--- src/rtl/phy_seq_pkg.sv ---
// Shared types and register addresses for the PHY bring-up sequencer.
// Assumes an 8-bit address / 8-bit data register port on the PHY.
package phy_seq_pkg;

    // Script length: steps 0..STEP_CNT-1, last one terminates.
    localparam int STEP_CNT = 25;
    localparam int IDX_W    = $clog2(STEP_CNT + 1);
    localparam int RW       = 8;

    // PHY register addresses used by the script.
    localparam logic [RW-1:0] A_DLL      = 8'h00;
    localparam logic [RW-1:0] A_PAD1     = 8'h01;
    localparam logic [RW-1:0] A_PAD2     = 8'h02;
    localparam logic [RW-1:0] A_PADSTS   = 8'h03;
    localparam logic [RW-1:0] A_HOLD_SIG = 8'h06;
    localparam logic [RW-1:0] A_HOLD_DAT = 8'h07;
    localparam logic [RW-1:0] A_PULL_SIG = 8'h08;
    localparam logic [RW-1:0] A_PULL_DAT = 8'h09;
    localparam logic [RW-1:0] A_ITAP     = 8'h0C;
    localparam logic [RW-1:0] A_OTAP     = 8'h0D;
    localparam logic [RW-1:0] A_CLKBUF   = 8'h0F;
    localparam logic [RW-1:0] A_MODE     = 8'h11;
    localparam logic [RW-1:0] A_TRIM     = 8'h12;
    localparam logic [RW-1:0] A_PWR_CMD  = 8'h20;
    localparam logic [RW-1:0] A_PWR_DAT  = 8'h21;
    localparam logic [RW-1:0] A_PWR_STB  = 8'h22;
    localparam logic [RW-1:0] A_PWR_CLK  = 8'h23;
    localparam logic [RW-1:0] A_WIDTH    = 8'h24;

    // Status bit shared by calibration-done and DLL-ready polls.
    localparam logic [RW-1:0] READY_MASK = 8'h10;

    typedef enum logic [1:0] {
        K_SKIP  = 2'd0,
        K_WRITE = 2'd1,
        K_POLL  = 2'd2,
        K_END   = 2'd3
    } step_kind_t;

    // One script step; for polls 'val' is the bit mask to wait on.
    typedef struct packed {
        step_kind_t    kind;
        logic [RW-1:0] addr;
        logic [RW-1:0] val;
    } step_t;

    typedef enum logic [2:0] {
        M_LEGACY = 3'd0,
        M_HS     = 3'd1,
        M_HS200  = 3'd2,
        M_DDR52  = 3'd3,
        M_HS400  = 3'd4,
        M_ESTRB  = 3'd5
    } speed_t;

endpackage

--- src/rtl/phy_seq_cfg.sv ---
// Captures the request configuration at start and decodes the per-mode
// register values. Assumes 'load' is high for one cycle per accepted start.
module phy_seq_cfg
    import phy_seq_pkg::*;
(
    input  logic          clk,
    input  logic          rst_n,
    input  logic          load,
    input  logic [2:0]    mode_in,
    input  logic [1:0]    freq_in,
    input  logic [2:0]    drv_in,
    input  logic          bus4_in,
    output logic          bus4,
    output logic [2:0]    drv,
    output logic [2:0]    clk_fld,
    output logic          legacy,
    output logic          drv_upd,
    output logic [RW-1:0] otap,
    output logic [RW-1:0] itap,
    output logic [RW-1:0] mode_val
);
    logic [2:0] mode_q;
    logic [1:0] freq_q;
    speed_t     spd;

    // Hold the configuration for the whole run.
    always_ff @(posedge clk) begin
        if (!rst_n) begin
            mode_q <= '0;
            freq_q <= '0;
            drv    <= '0;
            bus4   <= 1'b0;
        end else if (load) begin
            mode_q <= mode_in;
            freq_q <= freq_in;
            drv    <= drv_in;
            bus4   <= bus4_in;
        end
    end

    // Unused mode codes fall back to legacy; "other" frequency maps to 0.
    always_comb begin
        spd     = (mode_q > 3'd5) ? M_LEGACY : speed_t'(mode_q);
        clk_fld = (freq_q == 2'd3) ? 3'd0 : {1'b0, freq_q};
    end

    // Per-mode tap, mode and optional-write decode.
    always_comb begin
        legacy  = 1'b0;
        drv_upd = 1'b0;
        unique case (spd)
            M_HS:    begin otap = 8'h07; itap = 8'h05; mode_val = 8'h00; end
            M_HS200: begin otap = 8'h05; itap = 8'h00; mode_val = 8'h00; drv_upd = 1'b1; end
            M_DDR52: begin otap = 8'h07; itap = 8'h05; mode_val = 8'h08; end
            M_HS400: begin otap = 8'h03; itap = 8'h15; mode_val = 8'h02; drv_upd = 1'b1; end
            M_ESTRB: begin otap = 8'h03; itap = 8'h00; mode_val = 8'h01; end
            default: begin otap = 8'h00; itap = 8'h00; mode_val = 8'h04; legacy = 1'b1; end
        endcase
    end

endmodule

--- src/rtl/phy_seq_script.sv ---
// Combinational script: maps a step index and the decoded configuration
// to one step (skip, write, poll or end). Assumes idx counts up from 0.
module phy_seq_script
    import phy_seq_pkg::*;
(
    input  logic [IDX_W-1:0] idx,
    input  logic             bus4,
    input  logic [2:0]       drv,
    input  logic [2:0]       clk_fld,
    input  logic             legacy,
    input  logic             drv_upd,
    input  logic [RW-1:0]    otap,
    input  logic [RW-1:0]    itap,
    input  logic [RW-1:0]    mode_val,
    output step_t            st
);
    int unsigned n;

    // Step lookup; optional steps turn into skips.
    always_comb begin
        n  = 32'(idx);
        st = '{kind: K_END, addr: '0, val: '0};
        case (n)
            0:  st = bus4 ? '{K_WRITE, A_WIDTH, 8'h01} : '{K_SKIP, A_WIDTH, 8'h00};
            1:  st = '{K_WRITE, A_DLL,      8'h08};
            2:  st = '{K_WRITE, A_PAD1,     8'h02};
            3:  st = '{K_WRITE, A_PWR_CMD,  8'h01};
            4:  st = '{K_WRITE, A_PWR_DAT,  8'hFF};
            5:  st = '{K_WRITE, A_PWR_STB,  8'h01};
            6:  st = '{K_WRITE, A_PWR_CLK,  8'h01};
            7:  st = '{K_WRITE, A_PAD1,     8'h42};
            8:  st = '{K_WRITE, A_PAD2,     8'h02};
            9:  st = '{K_POLL,  A_PADSTS,   READY_MASK};
            10: st = '{K_WRITE, A_HOLD_SIG, 8'h03};
            11: st = '{K_WRITE, A_PULL_SIG, 8'h02};
            12: st = '{K_WRITE, A_HOLD_DAT, 8'hFF};
            13: st = '{K_WRITE, A_PULL_DAT, 8'hFF};
            14: st = '{K_WRITE, A_CLKBUF,   8'h07};
            15: st = '{K_WRITE, A_MODE,     8'h04};
            16: st = drv_upd ? '{K_WRITE, A_PAD1, 8'h42 | {3'b000, drv, 2'b00}}
                             : '{K_SKIP, A_PAD1, 8'h00};
            17: st = '{K_WRITE, A_OTAP, otap};
            18: st = '{K_WRITE, A_ITAP, itap};
            19: st = legacy ? '{K_SKIP, A_TRIM, 8'h00} : '{K_WRITE, A_TRIM, 8'h08};
            20: st = '{K_WRITE, A_DLL, 8'h00};
            21: st = legacy ? '{K_SKIP, A_DLL, 8'h00}
                            : '{K_WRITE, A_DLL, {clk_fld, 5'b01000}};
            22: st = '{K_POLL,  A_DLL,  READY_MASK};
            23: st = '{K_WRITE, A_MODE, mode_val};
            default: st = '{K_END, 8'h00, 8'h00};
        endcase
    end

endmodule

--- src/rtl/phy_seq_timer.sv ---
// Saturating cycle counter bounding a poll step. Assumes 'clr' is raised
// whenever the script advances or the sequencer is idle.
module phy_seq_timer #(
    parameter int LIMIT = 64
) (
    input  logic clk,
    input  logic rst_n,
    input  logic clr,
    input  logic inc,
    output logic expired
);
    localparam int CW = $clog2(LIMIT + 1);
    localparam logic [CW-1:0] LIM = CW'(LIMIT);

    logic [CW-1:0] cnt;

    // Count poll cycles, stopping at the limit.
    always_ff @(posedge clk) begin
        if (!rst_n)                cnt <= '0;
        else if (clr)              cnt <= '0;
        else if (inc && cnt != LIM) cnt <= cnt + 1'b1;
    end

    assign expired = (cnt == LIM);

    // once expired the flag persists until the step is cleared.
    p_expired_hold_r12: assert property (@(posedge clk) disable iff (!rst_n)
        expired && inc && !clr |=> expired);

endmodule

--- src/rtl/phy_bringup_seq.sv ---
// Top of the PHY bring-up sequencer. Walks the script one step at a time,
// issuing each access on the register port and waiting for its
// acknowledge; polls repeat until the status bit is seen or the poll
// timer runs out. Assumes reg_ack is a one-cycle pulse answering reg_req.
module phy_bringup_seq
    import phy_seq_pkg::*;
#(
    parameter int POLL_LIMIT = 64
) (
    input  logic          clk,
    input  logic          rst_n,
    input  logic          start,
    input  logic [2:0]    mode_sel,
    input  logic [1:0]    freq_code,
    input  logic [2:0]    drive_code,
    input  logic          bus_4bit,
    output logic          done,
    output logic          error,
    output logic          reg_req,
    output logic          reg_wr,
    output logic [RW-1:0] reg_addr,
    output logic [RW-1:0] reg_wdata,
    input  logic          reg_ack,
    input  logic [RW-1:0] reg_rdata
);
    typedef enum logic [1:0] {S_IDLE, S_FETCH, S_XFER} state_t;

    state_t           state;
    logic [IDX_W-1:0] idx;
    step_t            st;
    logic             load, advance, poll_hit, expired;
    logic             bus4, legacy, drv_upd;
    logic [2:0]       drv, clk_fld;
    logic [RW-1:0]    otap, itap, mode_val;

    assign load = (state == S_IDLE) && start;

    phy_seq_cfg i_cfg (
        .clk(clk), .rst_n(rst_n), .load(load),
        .mode_in(mode_sel), .freq_in(freq_code), .drv_in(drive_code), .bus4_in(bus_4bit),
        .bus4(bus4), .drv(drv), .clk_fld(clk_fld), .legacy(legacy), .drv_upd(drv_upd),
        .otap(otap), .itap(itap), .mode_val(mode_val)
    );

    phy_seq_script i_script (
        .idx(idx), .bus4(bus4), .drv(drv), .clk_fld(clk_fld), .legacy(legacy),
        .drv_upd(drv_upd), .otap(otap), .itap(itap), .mode_val(mode_val), .st(st)
    );

    phy_seq_timer #(.LIMIT(POLL_LIMIT)) i_timer (
        .clk(clk), .rst_n(rst_n),
        .clr(advance || state == S_IDLE),
        .inc(state != S_IDLE && st.kind == K_POLL),
        .expired(expired)
    );

    // A poll succeeds when any masked status bit is set.
    assign poll_hit = |(reg_rdata & st.val);

    // Script moves on after a skip, a completed write or a successful poll.
    assign advance = (state == S_FETCH && st.kind == K_SKIP) ||
                     (state == S_XFER && reg_ack && (st.kind == K_WRITE || poll_hit));

    // Main sequencing state machine.
    always_ff @(posedge clk) begin
        if (!rst_n) begin
            state <= S_IDLE;
            idx   <= '0;
            done  <= 1'b0;
            error <= 1'b0;
        end else begin
            done  <= 1'b0;
            error <= 1'b0;
            unique case (state)
                S_IDLE: if (start) begin
                    idx   <= '0;
                    state <= S_FETCH;
                end
                S_FETCH: begin
                    if (st.kind == K_END) begin
                        done  <= 1'b1;
                        state <= S_IDLE;
                    end else if (st.kind == K_SKIP) begin
                        idx <= idx + 1'b1;
                    end else begin
                        state <= S_XFER;
                    end
                end
                S_XFER: if (reg_ack) begin
                    if (advance) begin
                        idx   <= idx + 1'b1;
                        state <= S_FETCH;
                    end else if (expired) begin
                        error <= 1'b1;
                        state <= S_IDLE;
                    end else begin
                        state <= S_FETCH;
                    end
                end
                default: state <= S_IDLE;
            endcase
        end
    end

    // Port drive follows the current step while a transfer is open.
    assign reg_req   = (state == S_XFER);
    assign reg_wr    = (st.kind == K_WRITE);
    assign reg_addr  = st.addr;
    assign reg_wdata = (st.kind == K_WRITE) ? st.val : '0;

    // request held until acknowledged.
    p_req_hold_r11: assert property (@(posedge clk) disable iff (!rst_n)
        reg_req && !reg_ack |=> reg_req);

    // access attributes stable while waiting.
    p_req_stable_r11: assert property (@(posedge clk) disable iff (!rst_n)
        reg_req && !reg_ack |=> $stable(reg_addr) && $stable(reg_wdata) && $stable(reg_wr));

    // captured configuration does not move during a run.
    p_cfg_hold_r2: assert property (@(posedge clk) disable iff (!rst_n)
        state != S_IDLE |=> $stable({otap, itap, mode_val, clk_fld, drv, bus4}));

    // done is a single-cycle pulse with no access beside it.
    p_done_pulse_r13: assert property (@(posedge clk) disable iff (!rst_n)
        done |=> !done);
    p_done_quiet_r13: assert property (@(posedge clk) disable iff (!rst_n)
        done |-> !reg_req);

    // error only follows an acknowledged read, never with done.
    p_err_after_read_r12: assert property (@(posedge clk) disable iff (!rst_n)
        error |-> $past(reg_ack) && !$past(reg_wr));
    p_err_excl_r12: assert property (@(posedge clk) disable iff (!rst_n)
        !(done && error));

endmodule

--- config.mk ---
export PLATFORM = sky130hd
export DESIGN_NAME = phy_bringup_seq
export DESIGN_NICKNAME = d
export VERILOG_FILES = /design/src/rtl/phy_seq_pkg.sv /design/src/rtl/phy_seq_cfg.sv /design/src/rtl/phy_seq_script.sv /design/src/rtl/phy_seq_timer.sv /design/src/rtl/phy_bringup_seq.sv
export SDC_FILE = /design/constraint.sdc
export NUM_CORES = 1
export LEC_CHECK = 0
export BUFFER_PORTS_ARGS = -buffer_cell sky130_fd_sc_hd__buf_2
export CORE_MARGIN = 8
export CORE_UTILIZATION = 60
export DETAILED_ROUTE_END_ITERATION = 10
export PLACE_DENSITY = 0.84
export SYNTH_ARGS = -nofsm -noshare
export SYNTH_HDL_FRONTEND = slang
export SYNTH_SLANG_ARGS = --single-unit
export TNS_END_PERCENT = 100
--- constraint.sdc ---
create_clock -name clk -period 6.95 [get_ports clk]
set_input_delay 0.695 -clock clk [delete_from_list [all_inputs] [get_ports clk]]
set_output_delay 0.695 -clock clk [all_outputs]
set_load 0.05 [all_outputs]
# Yosys cells after proc, flatten, opt, wreduce, memory -nomap -nowiden
# Cells that the tools add are included.
# classes
add_sub_neg	2
n_lt_le_gt_ge	1
n_eq_ne	42
muxes	27
n_bitwise	4
n_reduce_logical	25
# ops
op	count
one-hot mux 18 bit (24 select lines)	1
2-to-1 mux 17 bit	4
== test 5 x 4 -> 1 bit, second input constant	8
== test 5 bit, second input constant	8
2-to-1 mux 5 bit	5
== test 5 x 3 -> 1 bit, second input constant	4
one-hot mux 4 bit (4 select lines)	1
one-hot mux 5 bit (3 select lines)	1
== test 5 x 2 -> 1 bit, second input constant	2
2-to-1 mux 2 bit	5
one-hot mux 5 bit (2 select lines)	1
OR reduction 2 bit	5
one-hot mux 3 bit (3 select lines)	1
bitwise AND 8 bit	1
== test 2 bit, second input constant	4
2-to-1 mux 8 bit	1
OR reduction 8 bit	1
adder 7 x 1 -> 7 bit, second input constant	1
== test 7 bit, second input constant	1
inequality test 7 bit, second input constant	1
== test 3 x 2 -> 1 bit, second input constant	2
== test 3 bit, second input constant	2
logical AND 1 bit	6
inequality test 2 x 1 -> 1 bit, second input constant	3
other kinds (21)	32
# word_totals
ff_bits	25
output_inout_bits	20

# Logic depth before layout (Yosys ltp)
# Gate-level depths: netlist of the first run.
# logic_depth
ltp_word	15
mapped_depth	11
depth_no_buf	10

# Hierarchy
# A second synthesis of the first run with hierarchy kept.
# unflattened
cells_unflattened	313
hier_area_um2	2399.8
# modules_own_cells
module	instances	cells_each	area_each_um2
phy_seq_script	1	122	795.8
phy_bringup_seq	1	84	663.1
phy_seq_cfg	1	65	583.1
phy_seq_timer	1	42	357.8

# Worst setup path before layout of the first run
# OpenSTA, ideal clock, no wires.
# synth_timing
path_kind	reg-to-output
start	register idx[1]
end	output reg_wdata[4]
arrival_ps	2619
slack_ps	3636
path_stages_with_launch	11
path_cell_list	dfxtp_1 > inv_1 > ha_1 > buf_2 > nand2_1 > a2111oi_0 > a21oi_1 > nand3_1 > nand2_1 > inv_1 > o21a_1
# synth_via
elab_chain_cells	4
# synth_rtl
item	line_no	source
start: declaration	phy_bringup_seq.sv:29	logic [IDX_W-1:0] idx;
start signal: assignment	phy_bringup_seq.sv:84	idx <= idx + 1'b1;
start signal: assignment	phy_bringup_seq.sv:91	idx <= idx + 1'b1;
== test 5 bit, or another cell as far along	phy_seq_script.sv:23	case (n)
one-hot mux 18 bit (24 select lines) *	phy_seq_script.sv:23	
== test 2 x 1 -> 1 bit *	-	
named net reg_wr	phy_bringup_seq.sv:20	output logic reg_wr,
2-to-1 mux 8 bit *	phy_bringup_seq.sv:109	assign reg_wdata = (st.kind == K_WRITE) ? st.val : '0;
end: declaration	phy_bringup_seq.sv:22	output logic [RW-1:0] reg_wdata,
# Mark *: on every way through the listed nets, which the timed path passes. The rest lies on a longest branch.

# Worst setup path in the final report of the first run
# layout_timing
start	register idx[4]
end	output reg_wdata[4]
# layout_via
elab_chain_cells	4
# layout_rtl
item	line_no
== test 5 bit, or another cell as far along	phy_seq_script.sv:23
one-hot mux 18 bit (24 select lines) *	phy_seq_script.sv:23
== test 2 x 1 -> 1 bit	phy_bringup_seq.sv:109
2-to-1 mux 8 bit *	phy_bringup_seq.sv:109
# Every way passes the cells marked *; elsewhere a longest branch is shown, timed or not.

==> results of run 1 <==
path summary, 6_finish.rpt:
| path | start | end | slack (ns) | depth (start not counted) |
|---|---|---|---|---|
| worst max-delay path | idx[4] | reg_wdata[4] | 3.04 | 8 |
| worst min-delay path | i_cfg.drv[2] | i_cfg.drv[2] | 0.47 | 2 |
| worst max register to register | idx[0] | state[0] | 3.66 | 9 |
| worst min register to register | i_cfg.drv[2] | i_cfg.drv[2] | 0.47 | 2 |
cell usage after synthesis, types with 3 or more instances:
master,number
a31oi_1,3
nor4b_1,3
a21boi_0,10
a2111oi_0,3
a211oi_1,3
nand3b_1,5
o21ai_0,10
o211ai_1,3
and2_1,5
nand2_1,30
buf_2,9
a21oi_1,13
o31ai_1,4
nand3_1,20
inv_1,19
dfxtp_1,25
nor3_1,15
xor2_1,5
clkbuf_1,7
buf_4,4
ha_1,11
nor2b_1,9
buf_6,3
o22ai_1,4
nor4_1,5
mux2i_1,6
nand4_1,6
and3_1,4
nor2_1,26
nand2b_1,7
flip-flops by register name, summed over array words and instances (netlist names), 2 cells and up:
| name | cells |
|---|---|
| idx | 5 |
| i_timer.cnt | 7 |
| i_cfg.freq_q | 2 |
| i_cfg.drv | 3 |
| i_cfg.mode_q | 3 |
| state | 2 |
layer usage:
metal  vias up  part of all wire [%]
met4         0                   2.0
met1      1189                    43
li1       1258                     -
met2       126                    47
met3        11                   8.1
met5         -                     0
power breakdown:
group	internal [W]	switching (W)	leakage (nW)
Combinational	0.000131	0.000283	0.856
Clock	0.0000410	0.0000459	0.0228
Sequential	0.000159	0.0000230	0.203
cells by family (layout without fill, tap and decap cells):
kind of cell | count (synthesis) | count (layout)
xor gates and xnor gates | 7 | 7
adders and majority gates | 11 | 11
buffers and inverters | 43 | 62
AOI/OAI and AO/OA | 85 | 85
other | 1 | 2
muxes | 6 | 6
DFF | 25 | 25
and+or+nand+nor | 154 | 154
cells in the final DEF, fill, tap and decap left out, drive strengths merged, types with 3 or more instances in the layout:
cell / instances
buf: 39
nand2: 31
nor2: 26
dfxtp: 25
nand3: 20
inv: 19
nor3: 15
a21oi: 15
o21ai: 12
ha: 11
a21boi: 10
nor2b: 9
nand2b: 7
mux2i: 6
nand4: 6
nor4: 6
and2: 6
nand3b: 5
xor2: 5
o22ai: 5
and3: 4
o31ai: 4
nor4b: 4
a211oi: 4
a31oi: 4
clkbuf: 4
a2111oi: 3
o211ai: 3
or4b: 3
per-stage QoR:
| stage | setup slack [ns] | area [um^2] | instances |
|---|---|---|---|
| floorplan | 3.636 | 2482 | 333 |
| global placement | 3.521 | 2604 | 398 |
| detailed placement | 3.455 | 2604 | 398 |
| CTS | 3.150 | 2649 | 402 |
| global route | 2.826 | 2649 | 402 |
| finish | 3.044 | 2649 | 402 |
tightest hold or removal path, cell delays in order, from the launching register on:
cell	delay, ns
dfxtp_1	0.32
nand2_1	0.05
a21boi_0	0.06
final cells by class:
class,count,area [um^2]
inverter,19,71.32
timing repair buffer,39,197.7
clock buffer,4,45.04
sequential,25,500.5
multi-input combinational,265,1772
fill,349,1351
tap,50,62.56
==> flow_summary.toml, run 1 <==
[status]
outcome = "complete, no violations"

[global_routing]
grtUsageTotal_pct = 21.35
met3_usage_pct = 3.795
top_usage_layer = "met2"
grt_max_degree = 35
globalRouteMet2Util_pct = 35.81
grt_antenna_before_repair = 0
met1_usage_pct = 26.97
first_global_vias = 2363
gr-total-overflow = 0
grt_pass1_wl_um = 11210

[floorplanning]
die-area_mm2 = 0.006444
ioPinCount = 41
num_rows = 23
fp.dieW_um = 80.28
initial_core_util_pct = 61.96
core_region_area_mm2 = 0.004000
die_h_um = 80.28

[critical_path]
critical_path_buf_inv_count = 3
cpLargestDelayFamily = "simple AND/OR/NAND/NOR gates"
crit_chain = "inv_1, ha_1, nor4_2, nand3_1, nand2_1, inv_1, o21a_1, buf_2"
start_kind = "flop"
critPathMaxStageDelay_ns = 0.84
cpMaxStageDelayCell = "dfxtp_1"
cp_max_fo = 27
arrival_ns = 3.21
path_class = "flop to output pin"
critPathCaptureType = "output pin"
crit_path_frequent_cell = "inv_1"
required_ns = 6.25

[synth]
synth_mux_area_share_pct = 2.423
yosysSeqAreaShare_pct = 20.19
synth_top_cell_area_share_pct = 20.19
synth_ff_type = "dfxtp_1"
synth_warnings = 0
ys_ff_latch = 25
synth_top_family_by_area = "simple AND/OR/NAND/NOR gates"
synthSimpleGateAreaFrac_pct = 34.58
synth_xor_area_share_pct = 2.776
synth_area_leaders = "dfxtp_1 (20%), ha_1 (5.6%), nand2_1 (4.5%)"
yosysUniqueCellTypes = 75
synth_async_sr_flop_share_pct = 0
synth.cell_area_mm2 = 0.002479
synth_edf_count = 0
synth-adder-area-share_pct = 5.553
yosys.area.top_type = "dfxtp_1"
avgSynthCellArea_um2 = 7.466
synth_compound_area_share_pct = 25.85
synthCells = 332

[layout]
diodes = 0
final_util_pct = 66.22
drive_gt1_share_pct = 16.48
area_delta_synth_final_pct = 6.865
nNetsFinal = 385

[placed_design]
place.gp.congestion = 1.014
dp_hpwl_um = 5171
io_buffers = 38

[routing]
wire_per_inst_um = 17.20
wirelength_um = 6914
antenna_left = 0
drt_first_pass_iters = 5
vias_per_cell = 6.428
vias = 2584
post-route-drc-count = 0
first_iter_violations = 346

[sta]
setup_violations = 0
hold_violations = 0
tightest_slew_ns = 0.7831
slew_headroom_pct = 47.72
max_freq_mhz = 256.0
layout_min_cycle_time_ns = 3.906
skew_ns = 0.01108
rsz0062_at_grt = "false"
fin_setup_tns_ns = 0
slew_viol_final = 0
finalCritPeriodShare_pct = 56.20
whs_ns = 0.4657

[clock_tree]
cts_setup_buffers = 0
clk_pin_slew_ns = 0.09
hold_buffers = 0
cts_buffers = 3
h-tree-depth = 1
clk_latency_ns = 0.27
cts_resized = 0
cts_tree = "done"
clock_path_buffers = 2
cts-root-buf = "clkbuf_8"
cts_sinks = 25

[pwr]
vdd_drop_max_mv = 0.1713
power.density_mw_per_mm2 = 257.8
power.total_w = 0.0006829
leakagePower_nw = 1.081

[job]
maxCapViolCount = 0

[hold_path]
min_path_type = "flop to flop"
Power figures use the tool's default switching activity.
==> run 2, diff against run 1 <==
ABC_AREA = 1   (was default)
CORE_UTILIZATION = 56   (was 60)
PLACE_DENSITY = 0.8   (was 0.84)
clock period = 4 ns   (was 6.95 ns; I/O delays follow)
==> flow_summary.toml, run 2 <==
[clock_tree]
cts_sinks = 25
hold_buffers = 0
cts_setup_buffers = 0
clk_pin_slew_ns = 0.09
clock_path_buffers = 2
cts_tree = "done"
clk_latency_ns = 0.27
h-tree-depth = 1
cts_buffers = 3
cts-root-buf = "clkbuf_8"
cts_resized = 0

[placed_design]
dp_hpwl_um = 4734
placed_cell_area_mm2 = 0.002449
place.gp.congestion = 1.012
io_buffers = 38

[layout]
top_regs = "i_timer.cnt (7), idx (5)"
diodes = 0
largest_register_ffs = 7
nNetsFinal = 427
fillCellCount = 408
area_delta_synth_final_pct = 10.77
drive_gt1_share_pct = 19.54
final_common_cell = "nand2_1"
regMostFlops = "i_timer.cnt"
mostFrequentLayoutCells = "nand2_1 (73), nor2_1 (56), inv_1 (43)"
finish.instance_area_mm2 = 0.002497
regArea_um2 = 500.5
final_util_pct = 63.35
multiInputGateArea_mm2 = 0.001509

[critical_path]
start_kind = "flop"
path_class = "flop to output pin"
cp_max_fo = 11
critPathCaptureType = "output pin"
required_ns = 3.60
arrival_ns = 2.83

[floorplanning]
ioPinCount = 41
die_h_um = 79.45
die-area_mm2 = 0.006312
initial_core_util_pct = 57.19
fp.dieW_um = 79.45
num_rows = 23
core_region_area_mm2 = 0.003943

[synth]
yosysSeqAreaShare_pct = 22.20
synthCells = 360
synth_async_sr_flop_share_pct = 0
avgSynthCellArea_um2 = 6.263
yosysUniqueCellTypes = 41
synth_area_leaders = "dfxtp_1 (22%), nand2_1 (12%), nor2_1 (9.3%)"
synthTopCellsByCount = "nand2_1 (73), nor2_1 (56), inv_1 (43), nand3_1 (33), dfxtp_1 (25)"
synth.cell_area_mm2 = 0.002255
synth_warnings = 0
synth_edf_count = 0
ys_ff_latch = 25
synth_ff_type = "dfxtp_1"
synth.most_common_cell = "nand2_1"
yosys.area.top_type = "dfxtp_1"
synth_top_cell_area_share_pct = 22.20

[global_routing]
gr-total-overflow = 0
grtUsageTotal_pct = 18.94
grt_max_degree = 16
first_global_vias = 2194
grt_antenna_before_repair = 0
grt_pass1_wl_um = 10010

[routing]
vias_per_cell = 5.354
antenna_left = 0
vias = 2377
wirelength_um = 5822
first_iter_violations = 186
post-route-drc-count = 0
drt_first_pass_iters = 5
wire_per_inst_um = 13.11

[pwr]
leakagePower_nw = 1.264
vdd_drop_max_mv = 0.2944
power.total_w = 0.001541
power.density_mw_per_mm2 = 617.1

[sta]
tightest_slew_ns = 0.7747
setup_violations = 0
fin_setup_tns_ns = 0
hold_violations = 0
slew_viol_final = 0
finalCritPeriodShare_pct = 80.77
layout_min_cycle_time_ns = 3.231
max_freq_mhz = 309.5
slew_headroom_pct = 48.17
skew_ns = 0.008782
rsz0062_at_grt = "false"

[job]
maxCapViolCount = 0

[hold_path]
min_path_type = "primary input to flop"

[status]
outcome = "complete, no violations"
==> run 2: cell types whose count changed after synthesis, moves of 7 or more <==
cell / change
a21boi_0: -10
a21oi_1: +7
buf_2: -7
inv_1: +24
nand2_1: +43
nand2b_1: -7
nand3_1: +13
nor2_1: +30
nor2_2: +8
nor2b_1: -9
nor3_1: -12
==> run 2: worst paths after layout <==
check            startpoint        endpoint  slack (ns)  depth (start not counted)
max                  idx[2]    reg_wdata[4]        0.77                         12
min                bus_4bit      i_cfg.bus4        0.38                          3
max reg2reg          idx[0]          idx[0]        1.25                         17
min reg2reg  i_timer.cnt[6]  i_timer.cnt[6]        0.47                          2
==> run 2: kinds of logic (layout without fill, tap and decap cells) <==
kind of cell,count (synthesis),count (layout),synth area share (%)
buffers and inverters,58,91,11.04
AO/OA/AOI/OAI,53,53,13.49
AND/OR/NAND/NOR,208,208,45.45
flip-flops,25,25,22.20
adder cells (fa/ha/maj),11,11,6.104
XOR/XNOR,4,4,1.554
other,1,2,0.1663
==> run 2: per-layer routing <==
metal / up-vias / GRT usage, % / wire (um)
li1: 1242 / - / -
met1: 1052 / 25.12 / 2715
met2: 75 / 30.73 / 2698
met3: 8 / 3.153 / 328
met4: 0 / 5.000 / 79
met5: - / 0 / 0
==> run 2: power by group <==
| group | total, W | internal, W | switching [W] |
|---|---|---|---|
| clock | 0.000154 | 0.0000706 | 0.0000830 |
| sequential | 0.000347 | 0.000293 | 0.0000538 |
| combinational | 0.00104 | 0.000279 | 0.000762 |
| total | 0.00154 | 0.000642 | 0.000899 |
==> run 2: worst max-delay path, stage by stage, from the launching register on <==
cell and delay [ns]:
dfxtp_1 0.44, nor2_1 0.65, nand3_1 0.28, nand2_1 0.13, nand2_1 0.10, inv_1 0.07
nor2_1 0.05, nand2_1 0.07, nor2_2 0.05, nor2_2 0.14, inv_1 0.13, a31oi_1 0.16
buf_2 0.28
==> run 2: cell type report <==
type | count | area share, %
Tap cell | 50 | 2.505
Timing Repair Buffer | 38 | 7.615
Sequential cell | 25 | 20.04
Clock buffer | 3 | 1.653
Multi-Input combinational cell | 278 | 60.42
Clock inverter | 1 | 0.3006
Inverter | 49 | 7.465
==> run 2: metrics by stage <==
stage / hold WS [ns] / setup slack [ns] / cells
6_report: 0.3779 / 0.7693 / 444
2_1_floorplan: 0.4436 / 0.7273 / 361
3_5_place_dp: 0.4616 / 1.148 / 440
5_1_grt: 0.4090 / 0.4579 / 444
4_1_cts: 0.3785 / 0.8349 / 444
3_3_place_gp: 0.4577 / 1.104 / 440
==> run 3, diff against run 2 <==
ABC_AREA = 0   (was 1)
CORE_UTILIZATION = 52   (was 56)
PLACE_DENSITY = 0.77   (was 0.8)
clock period = 2.7 ns   (was 4 ns; I/O delays follow)
==> flow_summary.toml, run 3 (synthesis results as in run 1) <==
[floorplanning]
core_region_area_mm2 = 0.004661
ioPinCount = 41
initial_core_util_pct = 53.18
die_h_um = 85.04
num_rows = 25
fp.dieW_um = 85.04
die-area_mm2 = 0.007232

[clock_tree]
cts-root-buf = "clkbuf_8"
cts_tree = "done"
clk_pin_slew_ns = 0.09
h-tree-depth = 1
cts_sinks = 25
clk_latency_ns = 0.28
clock_path_buffers = 2
cts_buffers = 3

[sta]
setup_violations = 2
skew_ns = 0.01236
finalCritPeriodShare_pct = 100.8
tightest_slew_ns = 0.5266
setup_ws_ns = -0.02052
slew_headroom_pct = 64.57
rsz0062_at_grt = "true"
whs_ns = 0.2551
hold_violations = 0
layout_min_cycle_time_ns = 2.721
slew_viol_final = 0
max_freq_mhz = 367.6

[layout]
largest_register_ffs = 7
diodes = 0
final_common_cell = "buf_4"
top_regs = "i_timer.cnt (7), idx (5)"
final_cells = 475
fillCellCount = 312
area_delta_synth_final_pct = 44.32
drive_gt1_share_pct = 41.57
regMostFlops = "i_timer.cnt"
multiInputGateArea_mm2 = 0.002103
mostFrequentLayoutCells = "buf_4 (66), buf_2 (31), nand2_1 (28)"
nNetsFinal = 454
regArea_um2 = 509.2

[routing]
vias_per_cell = 6.486
post-route-drc-count = 0
vias = 3081
wire_per_inst_um = 19.47
first_iter_violations = 343
antenna_left = 0
wirelength_um = 9250
drt_first_pass_iters = 5

[critical_path]
path_class = "flop to flop"
critPathMaxStageDelay_ns = 0.62
cpMaxStageDelayCell = "or4b_4"
critical_path_buf_inv_count = 3
start_kind = "flop"
critPathCaptureType = "flop"
arrival_ns = 2.94
required_ns = 2.92
cpLargestDelayFamily = "compound AO/OA/AOI/OAI gates"
crit_chain = "buf_6, ha_4, buf_6, buf_6, nand2_8, a21oi_4, a222oi_1, o2111ai_2, or4b_4, o211a_1, o21ai_2"
crit_path_frequent_cell = "buf_6"
cp_max_fo = 5

[placed_design]
place_ws_ns = -0.1607
place.gp.congestion = 1.026
dp_hpwl_um = 6385
io_buffers = 38
dp_cells = 466

[pwr]
leakagePower_nw = 1.472
power.total_w = 0.002452
power.density_mw_per_mm2 = 685.4
vdd_drop_max_mv = 0.4008

[global_routing]
grt_pass1_wl_um = 13540
grtUsageTotal_pct = 22.85
gr-total-overflow = 0
grt_max_degree = 24
grt_antenna_before_repair = 0
first_global_vias = 2811

[job]
maxCapViolCount = 0

[status]
outcome = "finished with violations"
violations = "negative setup slack"

[hold_path]
min_path_type = "primary input to flop"
-- run 3: cell types whose count changed in the layout (fill, tap and decap cells not counted), moves of 8 or more --
cell      delta
a21boi_0    +10
a21oi_1     -12
buf_4       +66
buf_6       +10
inv_1       -28
nand2_1     -45
nand3_1     -15
nor2_1      -33
nor2b_1      +8
o21ai_0      -8
-- run 3: worst register-to-register path: stages (launching register included) --
cell,delay [ns]
dfxtp_4,0.37
buf_6,0.11
ha_4,0.16
buf_6,0.13
buf_6,0.12
nand2_8,0.06
a21oi_4,0.05
a222oi_1,0.42
o2111ai_2,0.25
or4b_4,0.62
o211a_1,0.26
o21ai_2,0.10
-- run 3: layout make-up --
cell class	instances	share of cell area [%]
Clock buffer	4	1.259
Inverter	19	2.064
Multi-Input combinational cell	265	58.80
Sequential cell	25	14.24
Tap cell	54	1.889
Timing Repair Buffer	108	21.76
-- run 3: through the flow --
stage / utilization [%] / cell area (um^2) / setup TNS (ns)
floorplan: - / 2497 / -0.2570
global placement: 66.60 / 3104 / -0.6636
detailed placement: 66.60 / 3104 / -1.196
CTS: 71.25 / 3321 / 0
global route: 76.75 / 3577 / -0.5794
finish: 76.75 / 3577 / -0.02772
-- run 3: repair_timing --
item / CTS / global route
gates cloned: 0 / 1
buffers inserted: 2 / 3
hold buffers: 0 / 0
pin swaps: 8 / 16
resized for setup: 36 / 54
setup endpoints to repair: 21 / 23
-- run 3: power breakdown --
part,total [W],switching (W),internal (W)
Combinational,0.00175,0.000993,0.000761
Sequential,0.000469,0.0000564,0.000413
Clock,0.000228,0.000122,0.000106
-- run 3: routing by layer --
metal	vias to the layer above	part of all wire (%)	global-route usage, %
met5	-	0	0
met4	0	5.2	10.19
met3	66	11	2.799
met2	230	45	37.29
met1	1387	39	29.19
li1	1398	-	-
-- run 3: path summary, 6_finish.rpt --
path	depth (start not counted)	start	slack, ns	endpoint
setup / recovery	11	idx[0]	-0.02	idx[3]
hold / removal	3	mode_sel[0]	0.26	i_cfg.mode_q[0]
setup reg to reg	11	idx[0]	-0.02	idx[3]
hold reg to reg	2	i_cfg.drv[1]	0.49	i_cfg.drv[1]
